==> config.mk <==
export PLATFORM = sky130hd
export DESIGN_NAME = lfps_gap_detector
export DESIGN_NICKNAME = d
export VERILOG_FILES = /design/src/rtl/lfps_gap_detector.sv
export SDC_FILE = /design/constraint.sdc
export NUM_CORES = 1
export LEC_CHECK = 0
export ABC_AREA = 1
export BUFFER_PORTS_ARGS = -buffer_cell sky130_fd_sc_hd__buf_2
export CORE_MARGIN = 2
export CORE_UTILIZATION = 51
export CTS_CLUSTER_DIAMETER = 80
export DETAILED_ROUTE_END_ITERATION = 10
export GPL_TIMING_DRIVEN = 0
export MAX_ROUTING_LAYER = met4
export PLACE_DENSITY = 0.73
export SLEW_MARGIN = 10
export SYNTH_ARGS = -nofsm -noshare
export SYNTH_HDL_FRONTEND = slang
export SYNTH_SLANG_ARGS = --single-unit
==> constraint.sdc <==
create_clock -name clk -period 6.9 [get_ports clk]
set_clock_uncertainty 0.2 [all_clocks]
set_input_delay 0.345 -clock clk [delete_from_list [all_inputs] [get_ports clk]]
set_output_delay 0.345 -clock clk [all_outputs]
set_load 0.02 [all_outputs]
==> src/rtl/lfps_gap_detector.sv <==
module lfps_gap_detector #(
  parameter int CW = 16
) (
  input  logic          clk,
  input  logic          rst_n,
  input  logic          idle_in,
  input  logic [CW-1:0] cfg_glitch_min,
  input  logic [CW-1:0] cfg_burst_max,
  input  logic [CW-1:0] cfg_ping_min,
  input  logic [CW-1:0] cfg_ping_max,
  input  logic [CW-1:0] cfg_poll_min,
  input  logic [CW-1:0] cfg_poll_max,
  output logic          res_valid,
  output logic [CW-1:0] res_burst,
  output logic [CW-1:0] res_gap,
  output logic [1:0]    res_class,
  output logic          not_lfps
);
  localparam logic [CW-1:0] CMAX = '1;
  localparam logic [CW-1:0] ONE  = CW'(1);

  logic          sync1, idle_s;
  logic          in_burst, long_f;
  logic [CW-1:0] gap_cnt, span, mark, glc, prev_gap;

  wire [CW-1:0] span_n = (span == CMAX) ? span : span + ONE;
  wire [CW-1:0] glc_n  = (glc == CMAX) ? glc : glc + ONE;
  wire [CW-1:0] gap_n  = (gap_cnt == CMAX) ? gap_cnt : gap_cnt + ONE;
  wire          ends   = in_burst && idle_s && (glc_n >= cfg_glitch_min);

  wire is_ping = (mark >= cfg_ping_min) && (mark <= cfg_ping_max);
  wire is_poll = (mark >= cfg_poll_min) && (mark <= cfg_poll_max);
  wire [1:0] cls = is_ping ? 2'd0 : (is_poll ? 2'd1 : 2'd2);

  always_ff @(posedge clk or negedge rst_n) begin
    if (!rst_n) begin
      sync1  <= 1'b1;
      idle_s <= 1'b1;
    end else begin
      sync1  <= idle_in;
      idle_s <= sync1;
    end
  end

  always_ff @(posedge clk or negedge rst_n) begin
    if (!rst_n) begin
      in_burst  <= 1'b0;
      long_f    <= 1'b0;
      gap_cnt   <= '0;
      span      <= '0;
      mark      <= '0;
      glc       <= '0;
      prev_gap  <= '0;
      res_valid <= 1'b0;
      not_lfps  <= 1'b0;
      res_burst <= '0;
      res_gap   <= '0;
      res_class <= 2'd0;
    end else begin
      res_valid <= 1'b0;
      not_lfps  <= 1'b0;
      if (!in_burst) begin
        if (idle_s) begin
          gap_cnt <= gap_n;
        end else begin
          in_burst <= 1'b1;
          prev_gap <= gap_cnt;
          span     <= ONE;
          mark     <= ONE;
          glc      <= '0;
          long_f   <= (cfg_burst_max == '0);
        end
      end else begin
        span <= span_n;
        if (!idle_s) begin
          glc  <= '0;
          mark <= span_n;
          if (span_n > cfg_burst_max) long_f <= 1'b1;
        end else if (ends) begin
          in_burst <= 1'b0;
          gap_cnt  <= glc_n;
          if (long_f) begin
            not_lfps <= 1'b1;
          end else begin
            res_valid <= 1'b1;
            res_burst <= mark;
            res_gap   <= prev_gap;
            res_class <= cls;
          end
        end else begin
          glc <= glc_n;
        end
      end
    end
  end
endmodule


# Yosys cells after proc, flatten, opt, wreduce, memory -nomap -nowiden
# Cells that the tools add are included.
# word_totals
ff_bits,120
input_bits,99
out_inout_bits,36
elab_cells,77
# classes
n_addsub,3
order_cmp,6
eq_ne,8
mux,33
n_bitwise,3
reduce_logical,10
# ops
op,count
16-bit 2-to-1 mux,15
16-bit by 1-bit adder with 16-bit output (second input constant),3
16-bit equality test (second input constant),3
16-bit greater-or-equal comparator,3
16-bit <= comparator,2
16-bit > comparator,1
16-bit logical NOT,1
1-bit 2-to-1 mux,16
2-bit by 1-bit != test with 1-bit output (second input constant),3
2-bit AND reduction,3
1-bit logical AND,4
2-bit 2-to-1 mux,2
2-bit != test (second input constant),2
4-bit AND reduction,1
1-bit NOT,3
3-bit AND reduction,1

# Longest topological paths before layout
# Gate-level depths: netlist (run 1).
# logic_depth
ltp_word,7
mapped_depth,23
mapped_depth_nobuf,22

# Worst setup path before layout (run 1)
# OpenSTA, ideal clock, no wires.
# synth_path
path_kind,register to register
startpoint,reg glc[0]
endpoint,reg res_gap[4]
setup_ns,0.134
arrival_time_ns,2.599
required_time_ns,6.566
path_slack_ns,3.967
path_stages_with_launch,21
path_buffers,1
synth_period_minus_slack_ns,2.933
cell_sequence,dfrtp_1 > ha_1 > nand2_1 > inv_1 > nand2_1 > nor2_4 > nand3b_4 > o21ai_0 > inv_1 > ha_1 > nand2_1 > nand2_1 > nand2_1 > nand2_1 > nand2_1 > nand2_1 > nand2_1 > nand2_2 > nand3_2 > clkbuf_1 > o21ai_0
# synth_via
elab_chain_cells,5
word_cells_on_any_way,6
classes_between,add/sub: 1; order compare: 1; eq/ne: 1; mux: 1; reduce/logical: 2
# synth_lines
item,line_no,rtl
start: declaration,24,"logic [CW-1:0] gap_cnt, span, mark, glc, prev_gap;"
start signal: assignment,91,glc <= glc_n;
16-bit by 1-bit adder with 16-bit output / 16-bit equality test (equally long branches),27,wire [CW-1:0] glc_n = (glc == CMAX) ? glc : glc + ONE;
16-bit 2-to-1 mux (*),27,
16-bit greater-or-equal comparator (*),29,wire ends = in_burst && idle_s && (glc_n >= cfg_glitch_min);
1-bit logical AND (*),29,
4-bit AND reduction (no source line) (*),--,
end signal: assignment,87,res_gap <= prev_gap;
end: declaration,15,"output logic [CW-1:0] res_gap,"
# Every way passes the cells marked *; elsewhere a longest branch is shown, timed or not.
# A chain may end at the register's enable or synchronous reset.

# Worst setup path after layout (run 1)
# Ends and elaborated chain as after synthesis.

==> flow_metrics.py, run 1 <==
metrics = {
    "outcome": {
        "status": "completed",
    },
    "cts": {
        "cts_made_buffers": 17,
        "clockRootBuffer": "clkbuf_16",
        "cts_hold_buf": 2,
        "cts.sink_count": 120,
        "clk_pin_slew_worst_paths_ns": 0.06,
        "tritoncts": "yes",
        "cts_resized": 0,
        "clock_latency_ns": 0.42,
        "cts_buffer_depth": 2,
        "htree_num_levels": 4,
        "post_cts_buffers": 0,
    },
    "yosys": {
        "synth_cell_type_count": 46,
        "synthesis.nets": 1337,
        "synth.yosys.warnings": 0,
        "synth_edf_count": 0,
        "synth-seq-area-share": 0.3563,
        "synthesis.instances": 1139,
        "synth_ff_type": "dfrtp_1",
        "async_reset_ff_frac": 1.000,
        "synth-seq-cells": 120,
        "synthesis.area_sq_um": 8434,
        "syn-mean-instance-area_sq_um": 7.405,
    },
    "power_and_ir_drop": {
        "p_clk_frac": 0.423,
        "combPwrFrac": 0.170,
        "power_frac_seq": 0.407,
        "p_sw_frac": 0.3068,
        "leakage_nw": 5.622,
        "switchingPower_uw": 591.9,
        "ir_worst_vdd_mv": 0.2112,
        "power_per_cell_area_nw_per_um2": 193.3,
        "internal_power_mw": 1.337,
    },
    "timing": {
        "setup_tns_ns": 0,
        "finalCriticalPeriod_ns": 3.589,
        "rsz0062_at_grt": "false",
        "setup_violations": 0,
        "max_freq_ghz": 0.2786,
        "worstMarginPinSlew_ns": 0.6275,
        "min_period_over_period": 0.5201,
        "relSlewSlack": 0.5801,
        "finalHoldViolCount": 0,
        "drv_slew": 0,
        "holdWs_ns": 0.1552,
    },
    "hold_path": {
        "hold_end": "idle_s$_DFF_PN1_",
        "hold_path_depth": 0,
        "worstHoldStart": "sync1$_DFF_PN1_",
        "hp-class": "flip-flop to flip-flop",
    },
    "finish": {
        "diodes": 0,
        "fin_util": 0.6106,
        "layout.nets": 1493,
        "instances_no_fill": 1528,
        "final_layout_size_suffix_gt1_frac": 0.1606,
        "final_cell_mix": "nand2_1, inv_1, buf_2, dfrtp_1, ha_1",
        "final_common_cell": "nand2_1",
        "area_growth_pct": 18.35,
    },
    "global_route": {
        "grt_pass1_wl_um": 34340,
        "grt-ovfl-total": 0,
        "grt_pass1_vias": 7227,
        "grt_max_degree": 88,
        "antenna_found_initial": 0,
        "gr-usage-all-layers": 0.2490,
    },
    "worst_setup_path": {
        "r2r_start": "glc[0]$_DFFE_PN0P_",
        "crit_required_ns": 7.04,
        "arrival_ns": 3.72,
        "crit_type": "flip-flop to flip-flop",
        "cp-end-kind": "flip-flop",
        "rrSetupSlack_ns": 3.31,
        "crit_fanout": 10,
        "start_kind": "flip-flop",
        "r2r_end": "res_gap[4]$_DFFE_PN0P_",
        "worst_r2r_path_depth": 21,
    },
    "job": {
        "cap_violations": 0,
    },
    "placed_design": {
        "io_buffer_count": 134,
        "dp_hpwl_um": 16060,
        "gp_congestion": 0.9298,
        "placedCellCount": 1494,
    },
    "floorplanning": {
        "die_area_sq_um": 17580,
        "die_w_um": 132.6,
        "rows": 47,
        "core_sq_um": 16350,
        "die_y_um": 132.6,
        "io-pin-count": 135,
        "start_util": 0.5159,
    },
    "routing": {
        "drt_drc_violations_left": 0,
        "drtIter0Drc": 485,
        "dr_total_vias": 7707,
        "wirelength_um": 20460,
        "vias_per_cell": 5.044,
        "firstDrtPassIters": 5,
        "ant_nets": 0,
        "wire_per_inst_um": 13.39,
    },
}
## Yosys cell counts (2+ instances only)
cell type / number / share of area
nand3_1: 47 / 0.028
nand2_1: 356 / 0.16
nor2_4: 4 / 0.0053
o21ai_0: 70 / 0.042
inv_2: 4 / 0.0018
buf_1: 3 / 0.0013
nand2_4: 3 / 0.0040
nor2_2: 4 / 0.0030
nand2_2: 3 / 0.0022
inv_1: 179 / 0.080
xor2_1: 19 / 0.020
dfstp_2: 2 / 0.0062
o21ai_1: 29 / 0.017
xnor2_1: 6 / 0.0062
nand4_1: 18 / 0.013
o22ai_1: 3 / 0.0022
o21bai_1: 5 / 0.0045
buf_6: 4 / 0.0053
o21ai_2: 3 / 0.0031
nand3_2: 3 / 0.0036
a21oi_1: 46 / 0.027
buf_2: 5 / 0.0030
ha_1: 99 / 0.15
clkbuf_1: 10 / 0.0045
nor2_1: 54 / 0.024
o21a_1: 5 / 0.0045
nor3_1: 14 / 0.0083
buf_4: 2 / 0.0018
dfrtp_1: 118 / 0.35
nor4_1: 5 / 0.0037
## how the worst max path moves through the flow
stage	from	end	slack (ns)	cells past startpoint
final	glc[0]$_DFFE_PN0P_	res_gap[4]$_DFFE_PN0P_	3.31	21
after global routing	glc[0]$_DFFE_PN0P_	res_gap[4]$_DFFE_PN0P_	2.96	21
after CTS	glc[0]$_DFFE_PN0P_	res_gap[4]$_DFFE_PN0P_	3.30	21
after detailed placement	glc[0]$_DFFE_PN0P_	res_burst[9]$_DFFE_PN0P_	3.37	22
after global placement	glc[0]$_DFFE_PN0P_	res_burst[11]$_DFFE_PN0P_	3.40	22
after floorplan	glc[0]$_DFFE_PN0P_	res_gap[4]$_DFFE_PN0P_	3.97	20
## metal layers
layer  vias up  track usage  routed length, um
li1       3962            -                  -
met1      3484       0.3356               9721
met2       234       0.3900               9264
met3        27      0.04444               1138
met4         0      0.06511                332
met5         -            -                  0
## per-stage QoR
stage                     power, mW  instance area [sq um]  worst slack [ns]
after global placement        1.110                   9380             3.405
after floorplan               1.007                   8434             3.967
after CTS                     1.944                   9982             3.301
final                         1.929                   9982             3.311
after global routing          2.041                   9982             2.960
after detailed placement      1.126                   9414             3.366
## critical path: stages, from the launching register on
cell      delay [ns]
dfrtp_1         0.41
ha_1            0.23
nand2_1         0.07
inv_1           0.07
nand2_1         0.11
nor2_4          0.18
nand3b_4        0.14
o21ai_0         0.33
inv_1           0.09
ha_1            0.30
nand2_1         0.07
nand2_1         0.05
nand2_1         0.05
nand2_1         0.04
nand2_1         0.05
nand2_1         0.08
nand2_1         0.12
nand2_2         0.12
nand3_2         0.20
clkbuf_1        0.38
nand2_1         0.11
o21ai_0         0.10
## registers in the layout, summed over array words and instances (netlist names)
| signal | cells |
|---|---|
| long_f | 1 |
| res_valid | 1 |
| gap_cnt | 16 |
| res_class | 2 |
| idle_s | 1 |
| prev_gap | 16 |
| in_burst | 1 |
| glc | 16 |
| sync1 | 1 |
| span | 16 |
| res_gap | 16 |
| res_burst | 16 |
| not_lfps | 1 |
| mark | 16 |
## cell type report
cell class                      instances  area [sq um]
Buffer                                 25         147.6
Clock buffer                           18         429.2
Clock inverter                         14         118.9
Fill cell                            1503          6366
Inverter                              184         690.7
Multi-Input combinational cell        810          4591
Sequential cell                       120          3005
Tap cell                              220         275.3
Timing Repair Buffer                  137         724.4
## power by group through the flow
| stage | registers [mW] | logic [mW] | clock network [mW] |
|---|---|---|---|
| 6_report | 0.786 | 0.328 | 0.816 |
| 5_1_grt | 0.793 | 0.391 | 0.857 |
| 4_1_cts | 0.786 | 0.332 | 0.825 |
| 3_5_place_dp | 0.798 | 0.328 | 0 |
| 3_3_place_gp | 0.796 | 0.313 | 0 |
| 2_1_floorplan | 0.779 | 0.227 | 0 |
## logic make-up after synthesis
| group | after synthesis | synth area share |
|---|---|---|
| flip-flops | 120 | 0.3563 |
| buffers and inverters | 209 | 0.09939 |
| adder cells (fa/ha/maj) | 99 | 0.1469 |
| XOR/XNOR | 25 | 0.02596 |
| AO/OA/AOI/OAI | 168 | 0.1077 |
| AND/OR/NAND/NOR | 518 | 0.2638 |
No activity file was read; power rests on OpenSTA's default activity.
==> run 2, diff against run 1 <==
==> constraint.sdc (replaced) <==
create_clock -name clk -period 3.8 [get_ports clk]
set_clock_uncertainty 0.2 [all_clocks]
set_input_delay 0.19 -clock clk [delete_from_list [all_inputs] [get_ports clk]]
set_output_delay 0.19 -clock clk [all_outputs]
set_load 0.02 [all_outputs]
==> run 2 against run 1 <==
Against the previous run:
- global-route usage about the same
- clock-buffer cell count unchanged
- hold slack got worse by 0.12 ns
- clock power increased by 81%
- largest power group unchanged
- design area increased by 0.23%
- maximum frequency increased by 4.1%
- via count increased by 0.39%
- final cell count increased by 0.13%
- core utilization increased by 0.14 points
- largest cell class unchanged
- critical endpoint is now res_burst[10]$_DFFE_PN0P_
==> flow_metrics.py, run 2 (synthesized netlist as in run 1, its figures left out) <==
metrics = {
    "outcome": {
        "status": "completed",
    },
    "timing": {
        "min_period_over_period": 0.9068,
        "relSlewSlack": 0.5679,
        "drv_slew": 0,
        "postLayoutSetupSlackWorst_ns": 0.3540,
        "finalCriticalPeriod_ns": 3.446,
        "finalHoldViolCount": 0,
        "setup_violations": 0,
        "max_freq_ghz": 0.2902,
        "rsz0062_at_grt": "false",
        "setup_tns_ns": 0,
        "worstMarginPinSlew_ns": 0.6458,
    },
    "global_route": {
        "grt_max_degree": 88,
        "gr-usage-all-layers": 0.2490,
        "grt-ovfl-total": 0,
        "antenna_found_initial": 0,
        "grt_pass1_vias": 7228,
        "grt_pass1_wl_um": 34330,
    },
    "placed_design": {
        "dp_slack_ns": 0.2658,
        "io_buffer_count": 134,
        "gp_congestion": 0.9298,
        "place_area_sq_um": 9414,
        "dp_hpwl_um": 16060,
    },
    "cts": {
        "htree_num_levels": 4,
        "cts_made_buffers": 17,
        "clockRootBuffer": "clkbuf_16",
        "tritoncts": "yes",
        "cts_buffer_depth": 2,
        "clock_latency_ns": 0.42,
        "cts.sink_count": 120,
        "clk_pin_slew_worst_paths_ns": 0.06,
    },
    "floorplanning": {
        "die_w_um": 132.6,
        "start_util": 0.5159,
        "die_y_um": 132.6,
        "die_area_sq_um": 17580,
        "io-pin-count": 135,
        "core_sq_um": 16350,
        "rows": 47,
    },
    "routing": {
        "ant_nets": 0,
        "dr_total_vias": 7737,
        "firstDrtPassIters": 5,
        "wirelength_um": 20490,
        "drt_drc_violations_left": 0,
        "wire_per_inst_um": 13.39,
        "drtIter0Drc": 447,
        "vias_per_cell": 5.057,
    },
    "power_and_ir_drop": {
        "leakage_nw": 5.632,
        "total_power_mw": 3.504,
        "power_per_cell_area_nw_per_um2": 350.2,
        "ir_worst_vdd_mv": 0.3840,
    },
    "worst_setup_path": {
        "critPathBufInv": 4,
        "cp-end-kind": "flip-flop",
        "start_kind": "flip-flop",
        "critical_path.most_common_cell": "nand2_1",
        "arrival_ns": 3.61,
        "path_delay_family": "simple AND/OR/NAND/NOR gates",
        "crit_fanout": 10,
        "cpPeakStageDelay_ns": 0.41,
        "crit_required_ns": 3.96,
        "cp_cell_sequence": "ha_1 > nand2_1 > inv_1 > nand2_1 > nor2_4 > nand3b_4 > o21ai_1 > inv_1 > ha_1 > nand2_1 > nand2_1 > nand2_1 > nand2_1 > nand2_1 > nand2_1 > nand2_1 > nand2_2 > nand3_2 > inv_2 > buf_4 > nand2_1 > nand2_1",
        "crit_type": "flip-flop to flip-flop",
        "cpMaxStageDelayCell": "dfrtp_1",
    },
    "finish": {
        "area_growth_pct": 18.62,
        "diodes": 0,
        "final_common_cell": "nand2_1",
        "final_cell_mix": "nand2_1, inv_1, buf_2, dfrtp_1, ha_1",
        "fin_util": 0.6120,
        "final_area_sq_um": 10000,
        "final_layout_size_suffix_gt1_frac": 0.1618,
        "layout.nets": 1495,
    },
    "hold_path": {
        "hp-class": "input port to async pin",
    },
    "job": {
        "cap_violations": 0,
    },
}
run 2: cell count changes in the layout (fill, tap and decap cells not counted), sizes merged:
cell         before  now
dlygate4sd3       2    4
run 2: timing repair:
| item | 4_1_cts | 5_1_grt |
|---|---|---|
| hold buffers | 4 | 0 |
| setup buffers | 0 | 0 |
| gates resized for setup | 0 | 5 |
| endpoints found under the hold margin | 122 | 0 |
| endpoints found under the setup margin | 0 | 23 |
run 2: worst paths after layout:
path | from | end | slack (ns) | cells after the start
setup / recovery | glc[0]$_DFFE_PN0P_ | res_burst[10]$_DFFE_PN0P_ | 0.35 | 22
hold / removal | rst_n | span[3]$_DFFE_PN0P_ | 0.04 | 2
setup reg to reg | glc[0]$_DFFE_PN0P_ | res_burst[10]$_DFFE_PN0P_ | 0.35 | 22
hold reg to reg | sync1$_DFF_PN1_ | idle_s$_DFF_PN1_ | 0.16 | 0
max in group asynchronous | rst_n | gap_cnt[4]$_DFFE_PN0P_ | 2.65 | 3
min in group clk | sync1$_DFF_PN1_ | idle_s$_DFF_PN1_ | 0.16 | 0
run 2: per-layer routing:
layer / share of wire / GRT usage
met2: 0.45 / 0.3900
met1: 0.47 / 0.3354
met5: 0 / -
met3: 0.061 / 0.04444
met4: 0.017 / 0.06511
run 2: power breakdown:
part	switching [mW]	leakage, nW	internal, mW
Clock	0.635	0.257	0.846
Sequential	0.0922	1.64	1.33
Combinational	0.348	3.74	0.249
run 2: through the flow:
| step | std cells | hold slack, ns |
|---|---|---|
| 2_1_floorplan | 1139 | -0.3056 |
| 3_3_place_gp | 1493 | 0.09591 |
| 3_5_place_dp | 1494 | -0.09397 |
| 4_1_cts | 1530 | 0.02772 |
| 5_1_grt | 1530 | 0.06548 |
| 6_report | 1530 | 0.04005 |
run 2: area by class of cell:
| cell class | count | area [sq um] |
|---|---|---|
| fillers | 1501 | 6344 |
| multi-input cells | 810 | 4591 |
| flip-flops and latches | 120 | 3005 |
| repair buffers | 139 | 744.5 |
| inverters | 184 | 690.7 |
| clock buffers | 18 | 429.2 |
| well taps | 220 | 275.3 |
| plain buffers | 25 | 150.1 |
| clock inverters | 14 | 118.9 |
run 2: worst reg2reg max path, cell delays in order, from the launching register on:
cell and delay, ns:
dfrtp_1 0.41, ha_1 0.23, nand2_1 0.07, inv_1 0.07
nand2_1 0.11, nor2_4 0.18, nand3b_4 0.14, o21ai_1 0.25
inv_1 0.08, ha_1 0.30, nand2_1 0.06, nand2_1 0.05
nand2_1 0.04, nand2_1 0.05, nand2_1 0.05, nand2_1 0.09
nand2_1 0.10, nand2_2 0.15, nand3_2 0.22, inv_2 0.23
buf_4 0.20, nand2_1 0.07, nand2_1 0.06
